[config.mk]
export PLATFORM = sky130hd
export DESIGN_NAME = bus_seq_trigger
export DESIGN_NICKNAME = d
export VERILOG_FILES = /design/src/rtl/trig_pkg.sv /design/src/rtl/trig_regs.sv /design/src/rtl/trig_match.sv /design/src/rtl/trig_seq.sv /design/src/rtl/bus_seq_trigger.sv
export SDC_FILE = /design/constraint.sdc
export NUM_CORES = 1
export LEC_CHECK = 0
export ABC_CLOCK_PERIOD_IN_PS = 5400
export BUFFER_PORTS_ARGS = -buffer_cell sky130_fd_sc_hd__buf_2
export CAP_MARGIN = 15
export CORE_MARGIN = 2
export CORE_UTILIZATION = 35
export CTS_CLUSTER_DIAMETER = 150
export DETAILED_ROUTE_END_ITERATION = 10
export MAX_ROUTING_LAYER = met4
export PLACE_DENSITY = 0.51
export SYNTH_ARGS = -nofsm -noshare
export SYNTH_HDL_FRONTEND = slang
export SYNTH_SLANG_ARGS = --single-unit
export TNS_END_PERCENT = 50
[constraint.sdc]
create_clock -name clk -period 5.4 [get_ports clk]
set_input_delay 0.54 -clock clk [delete_from_list [all_inputs] [get_ports clk]]
set_output_delay 0.54 -clock clk [all_outputs]
set_load 0.02 [all_outputs]
[src/rtl/trig_pkg.sv]
package trig_pkg;

    localparam int NTRIG  = 3;
    localparam int ADDR_W = 3;
    localparam int CLR_BIT = 4;

    typedef logic [1:0] stage_t;
    localparam stage_t ST_DONE = 2'd3;

    typedef enum logic [ADDR_W-1:0] {
        RA_CTRL  = 3'd0,
        RA_STAT  = 3'd1,
        RA_VAL_A = 3'd2,
        RA_MSK_A = 3'd3,
        RA_VAL_B = 3'd4,
        RA_MSK_B = 3'd5,
        RA_VAL_C = 3'd6,
        RA_MSK_C = 3'd7
    } reg_addr_e;

    typedef struct packed {
        logic [NTRIG-1:0] en;
        logic             seq;
    } ctrl_t;

    typedef struct packed {
        stage_t           stage;
        logic             halt;
        logic [NTRIG-1:0] sticky;
    } status_t;

    // earliest enabled stage at or after st; ST_DONE when none remains
    function automatic stage_t first_armed(stage_t st, logic [NTRIG-1:0] en);
        stage_t r;
        r = ST_DONE;
        for (int i = NTRIG - 1; i >= 0; i--) begin
            if (i >= int'(st) && en[i]) r = stage_t'(i);
        end
        return r;
    endfunction

endpackage

[src/rtl/trig_regs.sv]
module trig_regs
    import trig_pkg::*;
#(
    parameter int DATA_W = 32
) (
    input  logic                          clk,
    input  logic                          rst,
    input  logic                          we,
    input  logic [ADDR_W-1:0]             addr,
    input  logic [DATA_W-1:0]             wdata,
    output ctrl_t                         ctrl_o,
    output logic                          clr_o,
    output logic [NTRIG-1:0][DATA_W-1:0]  val_o,
    output logic [NTRIG-1:0][DATA_W-1:0]  msk_o
);

    logic ctrl_we;
    assign ctrl_we = we && (addr == RA_CTRL);
    assign clr_o   = ctrl_we && wdata[CLR_BIT];

    always_ff @(posedge clk) begin
        if (rst) begin
            ctrl_o <= '0;
        end else if (ctrl_we) begin
            ctrl_o.seq <= wdata[0];
            ctrl_o.en  <= wdata[NTRIG:1];
        end
    end

    for (genvar t = 0; t < NTRIG; t++) begin : g_unit
        localparam logic [ADDR_W-1:0] VAL_ADDR = ADDR_W'(2 + 2 * t);
        localparam logic [ADDR_W-1:0] MSK_ADDR = ADDR_W'(3 + 2 * t);

        always_ff @(posedge clk) begin
            if (rst) begin
                val_o[t] <= '0;
                msk_o[t] <= '0;
            end else if (we) begin
                if (addr == VAL_ADDR) val_o[t] <= wdata;
                if (addr == MSK_ADDR) msk_o[t] <= wdata;
            end
        end
    end

endmodule

[src/rtl/trig_match.sv]
module trig_match #(
    parameter int DATA_W = 32
) (
    input  logic              clk,
    input  logic              rst,
    input  logic              valid,
    input  logic [DATA_W-1:0] data,
    input  logic              en,
    input  logic [DATA_W-1:0] value,
    input  logic [DATA_W-1:0] mask,
    output logic              match
);

    logic [DATA_W-1:0] diff;
    assign diff  = (data ^ value) & ~mask;
    assign match = valid && en && (diff == '0);

    a_r3_idle_bus_no_match: assert property (@(posedge clk) disable iff (rst)
        !valid |-> !match);

    a_r2_disabled_no_match: assert property (@(posedge clk) disable iff (rst)
        !en |-> !match);

endmodule

[src/rtl/trig_seq.sv]
module trig_seq
    import trig_pkg::*;
(
    input  logic             clk,
    input  logic             rst,
    input  ctrl_t            ctrl,
    input  logic             clr,
    input  logic [NTRIG-1:0] match,
    output logic [NTRIG-1:0] evt_o,
    output status_t          stat_o
);

    stage_t           armed;
    logic [NTRIG-1:0] hit;
    logic             halt_set;

    assign armed = first_armed(stat_o.stage, ctrl.en);

    always_comb begin
        hit = '0;
        if (!ctrl.seq) begin
            hit = match;
        end else if (armed != ST_DONE) begin
            hit[armed] = match[armed];
        end
        halt_set = ctrl.seq ? hit[NTRIG-1] : |hit;
    end

    always_ff @(posedge clk) begin
        if (rst) begin
            stat_o <= '0;
            evt_o  <= '0;
        end else if (clr) begin
            stat_o <= '0;
        end else begin
            evt_o         <= evt_o ^ hit;
            stat_o.sticky <= stat_o.sticky | hit;
            if (halt_set) stat_o.halt <= 1'b1;
            if (ctrl.seq && (|hit)) stat_o.stage <= armed + 2'd1;
        end
    end

    a_r8_halt_holds: assert property (@(posedge clk) disable iff (rst)
        stat_o.halt && !clr |=> stat_o.halt);

    a_r8_clear_resets: assert property (@(posedge clk) disable iff (rst)
        clr |=> (stat_o == '0));

    a_r6_single_stage: assert property (@(posedge clk) disable iff (rst)
        ctrl.seq |-> $onehot0(hit));

    a_r7_only_c_halts: assert property (@(posedge clk) disable iff (rst)
        ctrl.seq && !clr && !stat_o.halt && !match[NTRIG-1] |=> !stat_o.halt);

    a_r10_finished_quiet: assert property (@(posedge clk) disable iff (rst)
        ctrl.seq && stat_o.stage == ST_DONE && !clr |=> $stable(evt_o));

endmodule

[src/rtl/bus_seq_trigger.sv]
module bus_seq_trigger
    import trig_pkg::*;
#(
    parameter int DATA_W = 32
) (
    input  logic              clk,
    input  logic              rst,
    input  logic              cfg_we,
    input  logic [2:0]        cfg_addr,
    input  logic [DATA_W-1:0] cfg_wdata,
    output logic [DATA_W-1:0] cfg_rdata,
    input  logic              bus_valid,
    input  logic [DATA_W-1:0] bus_data,
    output logic              halt_req,
    output logic [2:0]        evt_pin
);

    localparam int STAT_W = $bits(status_t);
    localparam int CTRL_W = $bits(ctrl_t);

    ctrl_t                        ctrl;
    logic                         clr;
    logic [NTRIG-1:0][DATA_W-1:0] val;
    logic [NTRIG-1:0][DATA_W-1:0] msk;
    logic [NTRIG-1:0]             match;
    status_t                      stat;

    trig_regs #(.DATA_W(DATA_W)) u_regs (
        .clk(clk), .rst(rst), .we(cfg_we), .addr(cfg_addr), .wdata(cfg_wdata),
        .ctrl_o(ctrl), .clr_o(clr), .val_o(val), .msk_o(msk)
    );

    for (genvar t = 0; t < NTRIG; t++) begin : g_match
        trig_match #(.DATA_W(DATA_W)) u_match (
            .clk(clk), .rst(rst), .valid(bus_valid), .data(bus_data),
            .en(ctrl.en[t]), .value(val[t]), .mask(msk[t]), .match(match[t])
        );
    end

    trig_seq u_seq (
        .clk(clk), .rst(rst), .ctrl(ctrl), .clr(clr), .match(match),
        .evt_o(evt_pin), .stat_o(stat)
    );

    assign halt_req = stat.halt;

    always_comb begin
        cfg_rdata = '0;
        case (reg_addr_e'(cfg_addr))
            RA_CTRL:  cfg_rdata[CTRL_W-1:0] = ctrl;
            RA_STAT:  cfg_rdata[STAT_W-1:0] = stat;
            RA_VAL_A: cfg_rdata = val[0];
            RA_MSK_A: cfg_rdata = msk[0];
            RA_VAL_B: cfg_rdata = val[1];
            RA_MSK_B: cfg_rdata = msk[1];
            RA_VAL_C: cfg_rdata = val[2];
            RA_MSK_C: cfg_rdata = msk[2];
            default:  cfg_rdata = '0;
        endcase
    end

    for (genvar t = 0; t < NTRIG; t++) begin : g_chk
        a_r4_pin_toggle_flags_hit: assert property (@(posedge clk) disable iff (rst)
            (evt_pin[t] != $past(evt_pin[t])) |-> stat.sticky[t]);
    end

endmodule

# == After elaboration in Yosys (flattened, before gate mapping) ==
# Index checks and enable logic that the tools add are counted.
# word_totals
ff_bits,205
inputBits,71
out_inout_bits,36
word_cells,76
# op_classes
n_addsub,1
n_lt_le_gt_ge,5
n_eq_ne,8
mux,13
bitwise,12
n_reduce_logical,25
# op_table
operator,count
$pmux 26 s6,1
$and 32x32->32,3
$logic_not 32->1,3
$not 32->32,3
$xor 32x32->32,3
$pmux 4 s8,1
$pmux 2 s7,1
$logic_and 1x1->1,13
$eq 3x3->1 const B,4
$reduce_and 2->1,6
$eq 3x2->1 const B,2
$mux 3,2
$ge 1x2->1 const A,2
$mux 1,4
$mux 2,2
$and 3x3->3,1
$eq 3x1->1 const B,1
$logic_not 3->1,1
$lt 2x3->1 const B,1
$or 3x3->3,1
$reduce_or 3->1,1
$xor 3x3->3,1
$add 2x1->2 const B,1
$bmux 1 s2,1
5 further kinds,5

# == Depth between registers and ports, before layout ==
# logic_depth
word_depth,14
mapped_depth,7
depth_no_buf,7

# == Hierarchy ==
# A second synthesis with hierarchy kept.
# hier_totals
cells_unflattened,1133
area_unflattened_um2,11382.2
# modules_own_cells
module,n_inst,cells_each,area_each_um2,seq_area_each_um2
trig_regs,1,682,7661.1,3923.8
bus_seq_trigger,1,209,1776.7,0.0
trig_match,3,58,436.7,0.0
trig_seq,1,68,634.4,180.2

# == Worst setup path after synthesis ==
# Ideal clock, no wire load.
# synth_timing
kind,in2out
start,input cfg_addr[1]
end,output cfg_rdata[6]
arrival_ns,1.867
required_ns,4.860
setup_slack_ns,2.993
path_stages,6
n_path_buf,3
cell_sequence,buf_2 -> nor3b_1 -> clkbuf_1 -> clkbuf_1 -> a22oi_1 -> nand3_1
# synth_via
elab_chain_len,2
word_cells_on_any_way,7
cone_classes,eq/ne (6); mux (1)
# synth_lines
item,line_no,source
from (decl),bus_seq_trigger.sv:9,"input logic [2:0] cfg_addr,"
$eq 3x3->1 or $eq 3x2->1 (tied branches),bus_seq_trigger.sv:49,case (reg_addr_e'(cfg_addr))
$pmux 26 s6 *,bus_seq_trigger.sv:49,
to (decl),bus_seq_trigger.sv:11,"output logic [DATA_W-1:0] cfg_rdata,"
# Every way passes the cells marked *; elsewhere a longest branch is shown, timed or not.

# == Worst setup path in the final report ==
# layout_timing
start,input cfg_addr[1]
end,output cfg_rdata[10]
# Same word-level chain as after synthesis.

==> results.md <==
* Status: finished clean
* FF-to-FF Start: u_regs.val_o[41]
* Die ar. at approximately 29,000 µm²
* Slew at the pin closest to its max-slew limit at 1120 ps
* CTS Root Cell: clkbuf_16
* First DRT Iteration DRCs at approximately 900
* Post_cts resized at 0
* H-tree lvl count at 1
* Area of the multi-input gates at 5350 µm²
* Synth top area share at 41.8%
* Sequential area share after synthesis at a little over two fifths
* Min-Delay Endpoint: u_regs.msk_o[12]
* Routed wire per std cell at around 23 µm
* Count of different cell masters after synthesis at 48
* First-pass GRT wire length at ~60,000 µm
* Util after Layout at 41.3%
* # setup viols final at 0
* Total grt overflow at 0
* Reg2reg end: u_seq.evt_o[1]
* Sink Count at 205
* WP data arrival at 3110 ps
* Final nets at about 1.4k
* Hold buffer count at cts at 0
* Drt drc at 0
* Rows at 61
* Num CTS Buffers at 25
* Fin crit share at 67.6%
* DR pass1 iterations at 5
* Synthesized net count at ~1.4k
* Fin. Hold Viols at 0
* Cell mode on critical path: buf_2
* Yosys reg bits at 205
* P_leak at 3.79 nW
* Fin crit period at 3650 ps
* Core area at approximately 28,000 µm²
* Vias in the first global route at 9,046
* N_diodes at 0
* Antenna violations before repair at 0
* Critical path, cell by cell: buf_2, nor2b_1, and2_1, buf_4, a22oi_1, nand3_1, buf_2
* Critical path class: in -> out
* Setup TNS at 0 ps
* Fin Hold WS at 292 ps
* Main synth FF type: dfxtp_1
* Pwr/cell area at 315 nW/µm²
* Syn Inst Count at 1,289
* Worst hold path type: in -> reg
* Syn avg cell area at around 7.6 µm²
* Worst Path Max Fanout at 21
* Post-CTS Setup Bufs at 0
* Layout cells sized above 1 at 13.3%
* CTS tree: built
* GR Util All Layers at approximately 28%
* Storage cell area at 4100 µm²
* Via count at a little under 10k
* Initial Util at 35.4%
* CP Capture Type: output port
* Startpoint types: primary input
* Post-synth ARST share at 0%
* Setup slack, reg-to-reg at 2660 ps
* HP Start: cfg_wdata[12]
* Layout fillers at slightly below 3k
* Routed WL at about 40,000 µm
* Buffers & Inverters on Critical Path at 3
* Clk Latency, worst-skew pair at roughly 540 ps
* Largest net degree at the start of global routing at 90
* WP depth at 7
* Total power draw at 0.00360 W
* Most frequent cells after synthesis: 402 x nand2_1, 205 x dfxtp_1, 203 x a21oi_1
* Clock Skews at 25.7 ps
* Cells after DPL at approximately 1.7k
* Highest-delay cell along the critical path: and2_1
* Hold path cells at 3
* Layout area overhead at 16.6%
* Synth area leaders: dfxtp_1 42%, nand2_1 15%, a21oi_1 10%
* Fmax at 0.274 GHz
* Maximum VDD drop at between 200 and 250 µV
* Slew Viols, Final at 0
* Critical Path Max Stage Delay at approximately 900 ps
* Port bufs at approximately 110
* Chip Width at 171 µm
* RePlAce Congestion at 0.897
* CP top delay family: simple AND/OR/NAND/NOR gates
* Reg2Reg Depth at 7
* Clock Path Buffers at 3
* Most frequent cell after synthesis: nand2_1
* Synth area leader: dfxtp_1
* Top Ports at around 110
* Die H at 171 µm
* Post-synth EDFFs at 0
* Max_cap viols at 0
* Clock-pin slew on the worst setup and hold paths at 60 ps
* Fin cells at 1,748
* Syn Std Cell Area at 9810 µm²
* Unrepaired setup endpoints after global routing: no
* Critical Path RT at ~4900 ps
* Detailed-placement wirelength estimate at around 27,000 µm
* Warnings, synthesis at 0
* Final ANT Viol Nets at 0
* Max-slew headroom at 25.1%
* DR vias/cell at 5.59
-- registers in the layout, summed over array words and instances (netlist names) --
signal / flops
u_seq.evt_o: 3
u_regs.ctrl_o: 4
u_regs.val_o: 96
u_regs.msk_o: 96
u_seq.stat_o: 6
-- tightest hold or removal path: cells and delay by family --
family,cells,cell delay (ps)
buf+inv,1,130
simple gates,1,60
compound gates,1,50
-- kinds of logic (layout without fill, tap and decap cells) --
family | count (synthesis) | after routing | share of synthesized area [%]
and+or+nand+nor | 517 | 517 | 21.7
AOI/OAI and AO/OA | 364 | 364 | 22.0
DFF | 205 | 205 | 41.8
xor gates and xnor gates | 97 | 97 | 8.89
buffers and inverters | 93 | 174 | 3.75
muxes | 13 | 13 | 1.88
-- power by group --
| group | internal (W) | switching, W | total, W | leakage [nW] |
|---|---|---|---|---|
| Sequential | 0.00154 | 0.0000333 | 0.00158 | 1.66 |
| Clock | 0.00100 | 0.000669 | 0.00167 | 0.394 |
| Combinational | 0.000113 | 0.000242 | 0.000354 | 1.74 |
-- how the worst max path moves through the flow --
stage,slack (ps),startpoint,to
2_1_floorplan,2990,cfg_addr[1],cfg_rdata[6]
3_3_place_gp,1840,cfg_addr[1],u_regs.val_o[82]
3_5_place_dp,1830,cfg_addr[1],u_regs.val_o[82]
4_1_cts,1820,cfg_addr[1],cfg_rdata[10]
5_1_grt,1670,cfg_addr[1],cfg_rdata[10]
6_report,1750,cfg_addr[1],cfg_rdata[10]
-- cell usage in the layout (no fill, tap or decap), drive strengths merged, types with 4 or more instances in the layout --
master / n
nor3: 9
o22ai: 52
clkbuf: 36
nand2: 402
and2: 7
xnor2: 97
nor4: 13
dfxtp: 205
nand3: 29
a21oi: 203
buf: 126
inv: 7
a22oi: 80
o211ai: 5
mux4: 4
nor2: 35
mux2i: 6
nand2b: 6
o21ai: 8
-- routing by layer --
layer  routed length [µm]  track usage (%)  vias up
met5                    0                -        -
met4                 1060             7.66        0
met3                 2950             3.61       68
met2                18100             42.9      436
met1                17700             38.0     4695
li1                     -                -     4578
-- cell type report --
class	count	area share (%)
tap	378	4.14
sequential	205	35.9
inverter	5	0.164
timing repair buffer	126	6.01
clock inverter	7	0.810
clock buffer	36	6.18
multi-input combinational	991	46.8
-- metrics by stage --
stage	setup slack, ps	area (µm²)
after detailed placement	1830	10600
after CTS	1820	11400
after global placement	1840	10600
after global routing	1670	11400
after floorplan	2990	9810
final	1750	11400
Power figures use the tool's default switching activity.
